### src/rtl/accum_pkg.sv
package accum_pkg;

  typedef struct packed {
    logic vld;
    logic last;
  } tag_t;

  // words left after lvl halving steps (adders plus odd carry)
  function automatic int layer_width(input int leaves, input int lvl);
    int w;
    w = leaves;
    for (int i = 0; i < lvl; i++) w = (w + 1) / 2;
    return w;
  endfunction

  function automatic int tree_depth(input int leaves);
    int w;
    int d;
    w = leaves;
    d = 0;
    while (w > 1) begin
      w = (w + 1) / 2;
      d++;
    end
    return d;
  endfunction

endpackage

### src/rtl/pipe_stage.sv
// NIN=2: pipelined adder, NIN=1: matched delay stage
module pipe_stage #(
  parameter int W   = 32,
  parameter int LAT = 4,
  parameter int NIN = 2
) (
  input  logic         clk_i,
  input  logic         rst_ni,
  input  logic [W-1:0] in_i [NIN],
  output logic [W-1:0] out_o
);

  logic [W-1:0] comb_sum;
  logic [W-1:0] stg_q [LAT];

  always_comb begin
    comb_sum = '0;
    for (int i = 0; i < NIN; i++) comb_sum = comb_sum + in_i[i];
  end

  always_ff @(posedge clk_i or negedge rst_ni) begin
    if (!rst_ni) begin
      for (int k = 0; k < LAT; k++) stg_q[k] <= '0;
    end else begin
      stg_q[0] <= comb_sum;
      for (int k = 1; k < LAT; k++) stg_q[k] <= stg_q[k-1];
    end
  end

  assign out_o = stg_q[LAT-1];

endmodule

### src/rtl/line_gather.sv
module line_gather #(
  parameter int W   = 32,
  parameter int LAT = 4
) (
  input  logic         clk_i,
  input  logic         rst_ni,
  input  logic [W-1:0] data_i,
  input  logic         valid_i,
  input  logic         eol_i,
  input  logic         done_i,
  output logic         ready_o,
  output logic [W-1:0] leaves_o [LAT+1],
  output logic         cap_o,
  output logic         last_o
);

  localparam int CW = $clog2(LAT + 1);

  logic [W-1:0]  sh_q [LAT-1];
  logic [CW-1:0] slot_q;
  logic [CW-1:0] gap_q;
  logic          closing_q;
  logic          busy_q;
  logic          accept;
  logic          full_cap;
  logic          flush_cap;

  assign ready_o   = !closing_q && !busy_q;
  assign accept    = valid_i && ready_o;
  assign full_cap  = accept && (slot_q == CW'(LAT - 1));
  // partial tail waits until the final adder can take it
  assign flush_cap = closing_q && (gap_q == CW'(LAT));
  assign cap_o     = full_cap || flush_cap;
  assign last_o    = full_cap ? eol_i : 1'b1;

  always_comb begin
    leaves_o[0] = full_cap ? data_i : '0;
    for (int k = 1; k < LAT; k++) leaves_o[k] = sh_q[k-1];
    leaves_o[LAT] = '0;
  end

  always_ff @(posedge clk_i or negedge rst_ni) begin
    if (!rst_ni) begin
      for (int k = 0; k < LAT - 1; k++) sh_q[k] <= '0;
      slot_q    <= '0;
      gap_q     <= CW'(LAT);
      closing_q <= 1'b0;
      busy_q    <= 1'b0;
    end else begin
      if (cap_o) begin
        for (int k = 0; k < LAT - 1; k++) sh_q[k] <= '0;
        slot_q <= '0;
        gap_q  <= CW'(1);
      end else begin
        if (accept) begin
          sh_q[0] <= data_i;
          for (int k = 1; k < LAT - 1; k++) sh_q[k] <= sh_q[k-1];
          slot_q <= slot_q + CW'(1);
        end
        if (gap_q != CW'(LAT)) gap_q <= gap_q + CW'(1);
      end
      if (accept && eol_i && !full_cap) closing_q <= 1'b1;
      else if (flush_cap)               closing_q <= 1'b0;
      if (cap_o && last_o) busy_q <= 1'b1;
      else if (done_i)     busy_q <= 1'b0;
    end
  end


  eol_holdoff_chk: assert property (@(posedge clk_i) disable iff (!rst_ni)
    (valid_i && ready_o && eol_i) |=> !ready_o);


  idle_hold_chk: assert property (@(posedge clk_i) disable iff (!rst_ni)
    (!valid_i && !closing_q) |=> $stable(slot_q));

endmodule

### src/rtl/reduce_tree.sv
module reduce_tree #(
  parameter int W   = 32,
  parameter int LAT = 4
) (
  input  logic              clk_i,
  input  logic              rst_ni,
  input  logic [W-1:0]      leaves_i [LAT+1],
  input  accum_pkg::tag_t   tag_i,
  output logic [W-1:0]      sum_o,
  output accum_pkg::tag_t   tag_o
);

  localparam int LEAVES = LAT + 1;
  localparam int DEPTH  = accum_pkg::tree_depth(LEAVES);

  for (genvar l = 0; l <= DEPTH; l++) begin : lvl_g
    localparam int WL = accum_pkg::layer_width(LEAVES, l);
    logic [W-1:0] w [WL];
    if (l == 0) begin : src_g
      for (genvar j = 0; j < WL; j++) begin : cp_g
        assign w[j] = leaves_i[j];
      end
    end else begin : node_g
      localparam int WP = accum_pkg::layer_width(LEAVES, l - 1);
      for (genvar j = 0; j < WL; j++) begin : n_g
        if (2 * j + 1 < WP) begin : add_g
          logic [W-1:0] pr [2];
          assign pr[0] = lvl_g[l-1].w[2*j];
          assign pr[1] = lvl_g[l-1].w[2*j+1];
          pipe_stage #(.W(W), .LAT(LAT), .NIN(2)) u_add (
            .clk_i (clk_i),
            .rst_ni(rst_ni),
            .in_i  (pr),
            .out_o (w[j])
          );
        end else begin : dly_g
          logic [W-1:0] pr [1];
          assign pr[0] = lvl_g[l-1].w[2*j];
          pipe_stage #(.W(W), .LAT(LAT), .NIN(1)) u_dly (
            .clk_i (clk_i),
            .rst_ni(rst_ni),
            .in_i  (pr),
            .out_o (w[j])
          );
        end
      end
    end
  end

  assign sum_o = lvl_g[DEPTH].w[0];

  logic [1:0] tag_in [1];
  logic [1:0] tag_out;
  assign tag_in[0] = tag_i;

  pipe_stage #(.W(2), .LAT(DEPTH * LAT), .NIN(1)) u_tag (
    .clk_i (clk_i),
    .rst_ni(rst_ni),
    .in_i  (tag_in),
    .out_o (tag_out)
  );

  assign tag_o = accum_pkg::tag_t'(tag_out);

endmodule

### src/rtl/stream_accum.sv
module stream_accum #(
  parameter int W   = 32,
  parameter int LAT = 4
) (
  input  logic         clk_i,
  input  logic         rst_ni,
  input  logic [W-1:0] data_i,
  input  logic         valid_i,
  input  logic         eol_i,
  output logic         ready_o,
  output logic [W-1:0] sum_o,
  output logic         sum_valid_o
);

  localparam int CW = $clog2(LAT + 1);

  logic [W-1:0]    leaves [LAT+1];
  logic            cap;
  logic            cap_last;
  accum_pkg::tag_t cap_tag;
  logic [W-1:0]    tree_sum;
  accum_pkg::tag_t tree_tag;
  logic [W-1:0]    fa_sum;
  accum_pkg::tag_t fa_tag;
  logic [W-1:0]    acc_q;
  logic [W-1:0]    fb;
  logic [W-1:0]    fa_in [2];
  logic [1:0]      fa_tag_in [1];
  logic [1:0]      fa_tag_out;

  line_gather #(.W(W), .LAT(LAT)) u_gather (
    .clk_i   (clk_i),
    .rst_ni  (rst_ni),
    .data_i  (data_i),
    .valid_i (valid_i),
    .eol_i   (eol_i),
    .done_i  (sum_valid_o),
    .ready_o (ready_o),
    .leaves_o(leaves),
    .cap_o   (cap),
    .last_o  (cap_last)
  );

  assign cap_tag.vld  = cap;
  assign cap_tag.last = cap && cap_last;

  reduce_tree #(.W(W), .LAT(LAT)) u_tree (
    .clk_i   (clk_i),
    .rst_ni  (rst_ni),
    .leaves_i(leaves),
    .tag_i   (cap_tag),
    .sum_o   (tree_sum),
    .tag_o   (tree_tag)
  );

  // bypass: a result leaving the pipe this cycle is the freshest partial
  assign fb       = fa_tag.vld ? fa_sum : acc_q;
  assign fa_in[0] = tree_tag.vld ? tree_sum : '0;
  assign fa_in[1] = tree_tag.vld ? fb : '0;
  assign fa_tag_in[0] = tree_tag;

  pipe_stage #(.W(W), .LAT(LAT), .NIN(2)) u_final (
    .clk_i (clk_i),
    .rst_ni(rst_ni),
    .in_i  (fa_in),
    .out_o (fa_sum)
  );

  pipe_stage #(.W(2), .LAT(LAT), .NIN(1)) u_final_tag (
    .clk_i (clk_i),
    .rst_ni(rst_ni),
    .in_i  (fa_tag_in),
    .out_o (fa_tag_out)
  );

  assign fa_tag = accum_pkg::tag_t'(fa_tag_out);

  always_ff @(posedge clk_i or negedge rst_ni) begin
    if (!rst_ni)                   acc_q <= '0;
    else if (fa_tag.vld && fa_tag.last) acc_q <= '0;
    else if (fa_tag.vld)           acc_q <= fa_sum;
  end

  assign sum_o       = fa_sum;
  assign sum_valid_o = fa_tag.vld && fa_tag.last;

  // checker counter: cycles since the tree last delivered a partial
  logic [CW-1:0] spc_q;
  always_ff @(posedge clk_i or negedge rst_ni) begin
    if (!rst_ni)               spc_q <= CW'(LAT);
    else if (tree_tag.vld)     spc_q <= CW'(1);
    else if (spc_q != CW'(LAT)) spc_q <= spc_q + CW'(1);
  end


  group_gap_chk: assert property (@(posedge clk_i) disable iff (!rst_ni)
    tree_tag.vld |-> (spc_q == CW'(LAT)));


  one_pulse_chk: assert property (@(posedge clk_i) disable iff (!rst_ni)
    sum_valid_o |=> !sum_valid_o);


  ready_back_chk: assert property (@(posedge clk_i) disable iff (!rst_ni)
    sum_valid_o |=> ready_o);

endmodule

### config.mk
export PLATFORM = sky130hd
export DESIGN_NAME = stream_accum
export DESIGN_NICKNAME = d
export VERILOG_FILES = /design/src/rtl/accum_pkg.sv /design/src/rtl/pipe_stage.sv /design/src/rtl/line_gather.sv /design/src/rtl/reduce_tree.sv /design/src/rtl/stream_accum.sv
export SDC_FILE = /design/constraint.sdc
export NUM_CORES = 1
export LEC_CHECK = 0
export BUFFER_PORTS_ARGS = -buffer_cell sky130_fd_sc_hd__clkbuf_2
export CAP_MARGIN = 10
export CORE_MARGIN = 2
export CORE_UTILIZATION = 63
export DETAILED_ROUTE_END_ITERATION = 6
export PLACE_DENSITY = 0.82
export SYNTH_ARGS = -nofsm -noshare
export SYNTH_HDL_FRONTEND = slang
export SYNTH_HIERARCHICAL = 1
export SYNTH_SLANG_ARGS = --single-unit
### constraint.sdc
create_clock -name clk_i -period 4.5 [get_ports clk_i]
set_clock_uncertainty 0.2 [all_clocks]
set_input_delay 1.125 -clock clk_i [delete_from_list [all_inputs] [get_ports clk_i]]
set_output_delay 1.125 -clock clk_i [all_outputs]
set_load 0.01 [all_outputs]
==> results of run 1 <==
-- cells in the mapped netlist, types with 43 or more instances --
cell,number
dfrtp_1,1063
o21ai_0,66
a22o_1,131
and2_1,45
inv_1,43
buf_4,274
nor2_1,93
a21o_1,63
and3_1,43
ha_1,159
nand2_1,95
clkbuf_1,44
nor2b_1,44
a21oi_1,140
mux2i_1,43
xor2_1,50
xnor2_1,86
-- power by group through the flow --
| stage | logic [mW] | clock network [mW] | registers, mW |
|---|---|---|---|
| 2_1_floorplan | 5.75 | 0 | 13.4 |
| 3_3_place_gp | 5.89 | 0 | 13.7 |
| 3_5_place_dp | 6.23 | 0 | 14.0 |
| 4_1_cts | 6.60 | 8.86 | 14.0 |
| 5_1_grt | 7.23 | 9.30 | 14.2 |
| 6_report | 6.73 | 8.69 | 13.9 |
-- final timing paths --
kind	start	endpoint	depth (start not counted)
min in group asynchronous	rst_ni	acc_q[1]$_DFF_PN0_	1
hold / removal	flip-flop	flip-flop	0
setup / recovery	u_gather/slot_q[0]$_DFFE_PN0P_	flip-flop	11
setup reg to reg	u_gather/slot_q[0]$_DFFE_PN0P_	flip-flop	11
hold reg to reg	flip-flop	flip-flop	0
max in group asynchronous	rst_ni	u_final/out_o[27]$_DFF_PN0_	2
-- cell usage in the layout (no fill, tap or decap), types with 11 or more instances in the layout --
cell	count
clkbuf_2	68
a22o_1	131
dfrtp_1	1062
nand3_1	41
o21bai_1	13
nor2b_1	44
buf_4	30
a21o_1	63
clkbuf_1	27
ha_1	159
o21a_1	19
and3_1	43
xor2_1	50
conb_1	32
nand2_1	95
nand4_1	25
inv_1	43
nor2_1	93
a211oi_1	28
and4_1	15
a31oi_1	15
mux2i_1	43
nand2b_1	13
o211ai_1	17
xnor2_1	86
clkinv_2	11
nor3_1	21
and2_1	45
clkbuf_16	101
a21oi_1	140
clkbuf_8	21
o21ai_0	66
-- through the flow --
| stage | area (sq um) | setup slack (ns) |
|---|---|---|
| after CTS | 43200 | 0.783 |
| after global placement | 39700 | 0.266 |
| after floorplan | 40400 | 0.666 |
| after detailed placement | 39700 | 0.208 |
| final | 43200 | 0.781 |
| after global routing | 43200 | 0.579 |
-- flip-flops by register name, indices dropped and copies added, names as in the netlist --
register                                   flops
u_tree/lvl_g.node_g.n_g.dly_g.u_dly/out_o     64
u_gather/busy_q                                1
u_gather/closing_q                             1
acc_q                                         32
u_gather/gap_q                                 3
u_final/stg_q                                 96
u_final_tag/stg_q                              6
u_tree/lvl_g.node_g.n_g.add_g.u_add/stg_q    384
u_final_tag/out_o                              2
u_gather/leaves_o                             96
u_gather/slot_q                                3
u_final/out_o                                 32
u_tree/lvl_g.node_g.n_g.dly_g.u_dly/stg_q    192
u_tree/u_tag/out_o                             2
u_tree/u_tag/stg_q                            22
u_tree/lvl_g.node_g.n_g.add_g.u_add/out_o    128
-- metal layers --
| layer | part of all wire | vias to the layer above |
|---|---|---|
| li1 | - | 9688 |
| met1 | 0.39 | 11300 |
| met2 | 0.52 | 851 |
| met3 | 0.045 | 297 |
| met4 | 0.048 | 0 |
| met5 | 0 | - |
-- critical path: stages (launching register included) --
cell	delay (ns)
dfrtp_1	0.40
ha_1	0.21
ha_1	0.23
buf_4	0.24
and3_1	0.20
ha_1	0.35
a21o_1	0.19
a311oi_1	0.15
or4_4	0.54
a2111oi_4	0.56
or4_1	0.21
nand3_1	0.08
-- final cells by class --
cell class	count	share of cell area
Clock inverter	35	0.0121
Antenna cell	1	0.0000580
Sequential cell	1064	0.617
Multi-Input combinational cell	1482	0.257
Timing Repair Buffer	109	0.0181
Inverter	44	0.00382
Clock buffer	149	0.0676
Tap cell	846	0.0245
-- cell families (layout without fill, tap and decap cells) --
family / Yosys count / after routing / synth area share
muxes: 46 / 46 / 0.0115
and+or+nand+nor: 482 / 482 / 0.0647
adders and majority gates: 164 / 164 / 0.0518
DFF: 1064 / 1064 / 0.660
xor gates and xnor gates: 136 / 136 / 0.0295
buffers and inverters: 396 / 337 / 0.0673
other: 1 / 33 / 0.0000930
AOI/OAI and AO/OA: 622 / 622 / 0.115
==> run metrics, run 1 <==
RSZ-0062 raised after global routing false; Resized Gates After CTS 0; CTS Buf Count 100; Pwr per Cell Area 680 nW/um^2; total power consumption of the routed design 29.3 mW; CORE AREA 63200 sq um; die footprint approximately 66000 sq um; post-layout minimum cycle time ~3.7 ns; crit path launch type flip-flop; number of DRC markers in iteration 0 1719; min-delay worst type reg2reg; slew of the pin with the lowest slew margin around 1 ns; Syn-to-layout area delta 7.09%; Num Clock Sinks roughly 1.1k; Warnings, synthesis 6; filler-free cell count of the finished design around 3.7k; Leakage Power 21.1 nW; Fmax 269 MHz; number of antenna violations at the first check in global routing 1; flip-flop cell with the highest count after synthesis dfrtp_1; Tcrit/Tclk final 0.826; Max-slew headroom 0.323; floorplan row count between 90 and 100; Synth top area share 0.660; per-cell via count in the routed design around 5.9; category of the worst setup path capture point flip-flop; hold_buf cts 0; maximum number of pins on one net before global-route repair 97; register-to-register path setup slack 0.78 ns; GP Congestion 0.904; final net count roughly 3.0k; status completed; floorplan die width 257 um; via count of the first global-routing pass between 20k and 25k; number of port buffers 69; async set-or-reset flop fraction in the synthesized netlist 1.00; area used by multi-input combinational logic between 10000 and 15000 sq um; half-perimeter wire length after detailed placement 48800 um; Crit Path Max Fanout 32; wire length per cell 21.9 um; fraction of layout cells with a size suffix above 1 0.115; CTS tree built; GR met3 Demand/Resource 0.0362; dominant cell type by area after synthesis dfrtp_1; 1st-pass router iterations 6; summed negative setup slack over all endpoints 0 ns; final worst hold slack about 0.12 ns; required time of the worst setup path ~4.8 ns; synthesized flop and latch total 1064; worst supply voltage drop on vdd 0.367 mV; Final Hold Fails 0; Final Slew Violations 0; post-placement cell count 3545; clock-pin slew of the registers on the worst-case setup and hold paths roughly 0.070 ns; max-capacitance violation count 0; sequential cell fraction of total power 0.475; wire length of the first global-routing pass 133000 um; met2 routing resource usage after global routing 0.441; number of flops mapped to enable cells by yosys 0; Fill cells around 4k; postcts setup bufs 0; Int Power ~20 mW; GRT busiest layer met2; Max clock buf depth 3; setup violation total in the final timing report 0; switching share of power 0.309; H-Tree Depth 3; die extent in y around 260 um; worst setup path class reg2reg; netlist area before placement 40300 sq um; Sequential cell area 26600 sq um; Total Routing Usage GR 0.256; Clk network pwr share 0.296; number of different library cells in the post-synthesis netlist 99; global-route track usage on met1 0.325; Post-Route Utilization 0.683; post-synthesis sequential area ratio 0.660; number of vias after detailed routing 22.2k; cell at the root of the clock tree clkbuf_16; Gate Count Post-Synth 2911; Routed WL 81800 um; post-detailed-route count of antenna-violating nets 0; number of ports placed on the die boundary 70; DRC violation count after routing 0; mean post-synth cell area ~14 sq um; leading cell types by total area after synthesis dfrtp_1, buf_4, ha_1; global route overflow 0; arrival time of data at the critical path endpoint 4.01 ns; latest clock arrival within the worst-skew pair 0.65 ns; power share of the combinational group 0.229; initial core utilization 0.638; Psw 9.05 mW
(Power assumes the default switching activity.)
==> run 2: changes to the inputs <==
clock period = 3.87 ns   (was 4.5 ns; I/O delays follow)
==> run 2 against run 1 <==
  * Clock power up 19%
  * Non-clock buffer count grew 65
  * Count of clock-buffer cells in the layout decreased by 15
  * Maximum frequency up 3.8%
  * Die area unchanged
  * Final cell count is 1.8% higher
==> run metrics, run 2 (synthesis gave the netlist of run 1 again) <==
arrival time of data at the critical path endpoint 3.98 ns; global route overflow 0; number of vias after detailed routing 22.4k; number of port buffers 69; slowest cell on the critical path or4_1; GP Congestion around 0.92; per-cell via count in the routed design 5.89; final net count between 3k and 4k; wire length of the first global-routing pass 134000 um; Fill cells 3862; Leakage Power 21.5 nW; leading cell type in the layout, fill and taps excluded dfrtp_1; Final Hold Fails 0; DRC violation count after routing 0; setup violation total in the final timing report 0; Num Clock Sinks 1064; post-layout minimum cycle time approximately 3.6 ns; Max clock buf depth 3; 1st-pass router iterations 5; Syn-to-layout area delta 8.78%; clock-pin slew of the registers on the worst-case setup and hold paths 0.06 ns; H-Tree Depth 3; CTS Buf Count 100; cell at the root of the clock tree clkbuf_16; summed negative setup slack over all endpoints 0 ns; status completed; most used cells in the layout excluding fill and tap cells dfrtp_1, ha_1, a21oi_1; cell with the most instances on the worst path ha_1; min-delay worst type in2async; max-capacitance violation count 0; floorplan die width 257 um; worst setup path class reg2reg; RSZ-0062 raised after global routing false; Final Slew Violations 0; Total Routing Usage GR 0.257; initial core utilization 0.638; wire length per cell 21.6 um; Routed WL 82100 um; number of DRC markers in iteration 0 ~1.8k; maximum number of pins on one net before global-route repair 103; Resized Gates After CTS 0; Pwr per Cell Area just under 800 nW/um^2; CTS tree built; via count of the first global-routing pass around 24k; die extent in y 257 um; latest clock arrival within the worst-skew pair between 0.6 and 0.7 ns; floorplan row count between 90 and 100; number of antenna violations at the first check in global routing 0; hold_buf cts 0; Top reg by flops u_tree/lvl_g.node_g.n_g.add_g.u_add/stg_q; worst supply voltage drop on vdd 0.456 mV; required time of the worst setup path 4.27 ns; CORE AREA 63200 sq um; half-perimeter wire length after detailed placement 49800 um; postcts setup bufs 0; final worst hold slack 0.0701 ns; slew of the pin with the lowest slew margin 0.764 ns; category of the worst setup path capture point flip-flop; Fmax 279 MHz; number of ports placed on the die boundary 70; CP cell instances ha_1, ha_1, buf_4, and3_1, ha_1, buf_4, a21oi_1, o32ai_1, a41oi_1, a2111oi_4, or4_1, nand4_1; Tcrit/Tclk final 0.926; max reg flops 384; post-detailed-route count of antenna-violating nets 0; Max-slew headroom 0.482; crit path launch type flip-flop; die footprint between 60000 and 70000 sq um; delay of the slowest cell on the worst path 0.54 ns; Crit Path Max Fanout 28; fraction of layout cells with a size suffix above 1 0.139
-- run 2: changes by cell type in the layout (fill, tap and decap cells not counted), moves of 2 or more --
cell	change
buf_12	+8
clkbuf_1	-12
clkinv_8	+2
clkbuf_8	-2
buf_4	+57
clkinv_2	+10
-- run 2: final timing paths --
check,from,end,slack [ns],cells after the start
worst max-delay path,u_gather/slot_q[0]$_DFFE_PN0P_,flip-flop,0.29,12
worst min-delay path,rst_ni,u_final/out_o[1]$_DFF_PN0_,0.07,1
worst max register to register,u_gather/slot_q[0]$_DFFE_PN0P_,flip-flop,0.29,12
worst min register to register,u_final/stg_q[42]$_DFF_PN0_,u_final/out_o[10]$_DFF_PN0_,0.13,0
max in group asynchronous,rst_ni,async pin,2.36,3
min in group clk_i,u_final/stg_q[42]$_DFF_PN0_,u_final/out_o[10]$_DFF_PN0_,0.13,0
-- run 2: cell type report --
| class | count | area, sq um | share of cell area |
|---|---|---|---|
| antenna | 1 | 2.50 | 0.0000570 |
| clock buffer | 134 | 2820 | 0.0643 |
| clock inverter | 53 | 714 | 0.0163 |
| inverter | 44 | 165 | 0.00377 |
| multi-input combinational | 1482 | 11100 | 0.253 |
| sequential | 1064 | 26600 | 0.607 |
| tap | 846 | 1060 | 0.0241 |
| timing repair buffer | 174 | 1370 | 0.0312 |
-- run 2: report_power, final --
group	leakage [nW]	total (mW)	switching, mW	internal (mW)
Clock	1.73	10.3	4.34	5.94
Sequential	13.4	16.2	1.59	14.6
Combinational	6.38	8.03	4.80	3.24
-- run 2: per-stage QoR --
step	setup slack, ns	area, sq um	util	cells	total power, mW
2_1_floorplan	0.193	40400	-	2942	22.3
3_3_place_gp	-0.117	40300	0.638	3610	23.1
3_5_place_dp	-0.162	40300	0.638	3610	23.8
4_1_cts	0.292	43900	0.694	3797	34.6
5_1_grt	0.134	43900	0.694	3797	36.2
6_report	0.287	43900	0.694	3798	34.5
-- run 2: critical path: cells and delay by family (launching register included) --
kind                       cells  cell delay (ns)
adders and majority gates      3             0.76
buffers and inverters          2             0.41
and+or+nand+nor                3             0.80
DFF                            1             0.39
AOI/OAI and AO/OA              4             0.94
-- run 2: routing by layer --
layer | vias to the layer above | track usage | routed length, um
met5 | - | 0 | 0
met4 | 0 | 0.126 | 4080
met3 | 299 | 0.0380 | 3700
met2 | 854 | 0.443 | 42200
met1 | 11400 | 0.321 | 32100
li1 | 9839 | - | -
==> run 3: changes to the inputs <==
ABC_CLOCK_PERIOD_IN_PS = 3870   (was unset)
CORE_UTILIZATION = 25   (was 63)
PLACE_DENSITY = 0.41   (was 0.82)
==> run 3 against run 2 <==
  * Maximum frequency decreased by 2.8%
  * Final area increased by 4.3%
  * Utilization decreased by 41 points
  * Register-to-register slack got worse by 0.10 ns
  * Flip-flop and latch count unchanged
  * Worst setup slack got worse by 0.10 ns
  * Non-clock buffer count increased by 9
  * Routed wire length decreased by 14%
  * Clock power increased by 4%
  * First-iteration DRC count decreased by 33%
  * Combinational power decreased by 7.6%
  * Sequential power about the same
  * Critical path type unchanged
  * Largest power group unchanged
==> run metrics, run 3 (synthesis gave the netlist of run 1 again) <==
wire length per cell 13.8 um; Post-Route Utilization 0.285; CTS tree built; Routed WL 70900 um; floorplan die width 406 um; Total Routing Usage GR 0.0888; Int Power 24.2 mW; post-detailed-route count of antenna-violating nets 0; Psw approximately 10 mW; worst slack, placed -0.104 ns; RSZ-0062 raised after global routing false; power share of the combinational group 0.217; Num Clock Sinks between 1k and 1.5k; per-cell via count in the routed design 3.91; crit path launch type flip-flop; 1st-pass router iterations 5; capturing element of the worst setup path u_final/stg_q[120]$_DFF_PN0_; final net count 3082; Top reg by flops u_tree/lvl_g.node_g.n_g.add_g.u_add/stg_q; Pwr per Cell Area 745 nW/um^2; Fill cells about 16k; Fmax between 200 and 300 MHz; Sequential cell area 26600 sq um; first element of the critical path u_final_tag/out_o[1]$_DFF_PN0_; number of port buffers 69; number of antenna violations at the first check in global routing 0; max-capacitance violation count 0; status completed; sequential cell fraction of total power 0.470; Crit Path Max Fanout 26; Clk network pwr share 0.313; min-delay worst type reg2reg; number of DRC markers in iteration 0 1245; most used cells in the layout excluding fill and tap cells dfrtp_1, ha_1, a21oi_1; arrival time of data at the critical path endpoint a little over 4 ns; H-Tree Depth 3; setup ws final 0.185 ns; length in cells of the worst reg-to-reg path 11; latest clock arrival within the worst-skew pair 0.69 ns; leading cell type in the layout, fill and taps excluded dfrtp_1; Leakage Power 21.6 nW; switching share of power 0.291; r2r endpoint u_final/stg_q[120]$_DFF_PN0_; Placed Area 42000 sq um; DRC violation count after routing 0; category of the worst setup path capture point flip-flop; die footprint 165000 sq um; post-layout minimum cycle time 3.69 ns; wire length of the first global-routing pass 118000 um; design area 45700 sq um; initial core utilization 0.251; area used by multi-input combinational logic between 10000 and 15000 sq um; fraction of layout cells with a size suffix above 1 0.141; cell at the root of the clock tree clkbuf_16; die extent in y 406 um; final worst hold slack 0.134 ns; setup violation total in the final timing report 0; number of vias after detailed routing 20.1k; slew of the pin with the lowest slew margin 0.820 ns; floorplan row count ~150; Reg-to-Reg Start u_final_tag/out_o[1]$_DFF_PN0_; maximum number of pins on one net before global-route repair 127; number of ports placed on the die boundary 70; global route overflow 0; register-to-register path setup slack about 0.18 ns; worst supply voltage drop on vdd approximately 0.39 mV; via count of the first global-routing pass 21.4k; half-perimeter wire length after detailed placement 48500 um; Resized Gates After CTS 0; Syn-to-layout area delta 13.5%; total power consumption of the routed design ~34 mW; max reg flops 384; CORE AREA 160000 sq um; Final Slew Violations 0; Tcrit/Tclk final 0.952; required time of the worst setup path approximately 4.2 ns; Max clock buf depth 3; Final Hold Fails 0; clock-pin slew of the registers on the worst-case setup and hold paths 0.06 ns; worst setup path class reg2reg; CTS Buf Count around 110; Max-slew headroom 0.452; GP Congestion roughly 0.82
[run 3: final cells by class]
class / count / share of cell area
flip-flops and latches: 1064 / 0.582
clock inverters: 45 / 0.0140
inverters: 44 / 0.00361
repair buffers: 183 / 0.0315
multi-input cells: 1482 / 0.243
diodes: 1 / 0.0000547
well taps: 2160 / 0.0591
clock buffers: 151 / 0.0670
[run 3: per-stage QoR]
step                      cells  setup TNS (ns)
after floorplan            2942               0
after global placement     4931          -0.334
after detailed placement   4931          -0.517
after CTS                  5128               0
after global routing       5129               0
final                      5130               0
[run 3: worst min-delay path by stage]
stage	startpoint	end	depth (start not counted)
2_1_floorplan	u_final/stg_q[32]$_DFF_PN0_	u_final/out_o[0]$_DFF_PN0_	0
3_3_place_gp	flip-flop	flip-flop	0
3_5_place_dp	u_final/stg_q[32]$_DFF_PN0_	u_final/out_o[0]$_DFF_PN0_	0
4_1_cts	flip-flop	flip-flop	0
5_1_grt	flip-flop	flip-flop	0
6_report	flip-flop	flip-flop	0
[run 3: metal layers]
metal  part of all wire  global-route usage  vias up
met4              0.033              0.0325        0
met3              0.038              0.0200      146
li1                   -                   -     9874
met2               0.42               0.128      309
met5                  0                   0        -
met1               0.51               0.129     9749
[run 3: worst max-delay path: stages (launching register included)]
cell and delay (ns):
dfrtp_2 0.51, buf_12 0.25, mux2i_1 0.33, nor2b_1 0.11, ha_1 0.42, inv_1 0.09
o32ai_1 0.42, a21boi_1 0.24, a2111oi_0 0.48, buf_4 0.19, and3b_1 0.18, xnor2_1 0.12
[run 3: power by group through the flow]
| stage | Sequential (mW) | Combinational [mW] | Clock, mW |
|---|---|---|---|
| 5_1_grt | 16.4 | 8.38 | 11.6 |
| 2_1_floorplan | 15.6 | 6.69 | 0 |
| 3_3_place_gp | 16.2 | 7.48 | 0 |
| 4_1_cts | 16.1 | 7.51 | 11.1 |
| 3_5_place_dp | 16.3 | 7.47 | 0 |
| 6_report | 16.0 | 7.42 | 10.7 |
[run 3: what timing repair did]
action / in CTS / in global routing
setup buffers: 0 / 1
hold endpoints to repair: 16 / 0
hold buffers: 1 / 0
endpoints found under the setup margin: 0 / 1
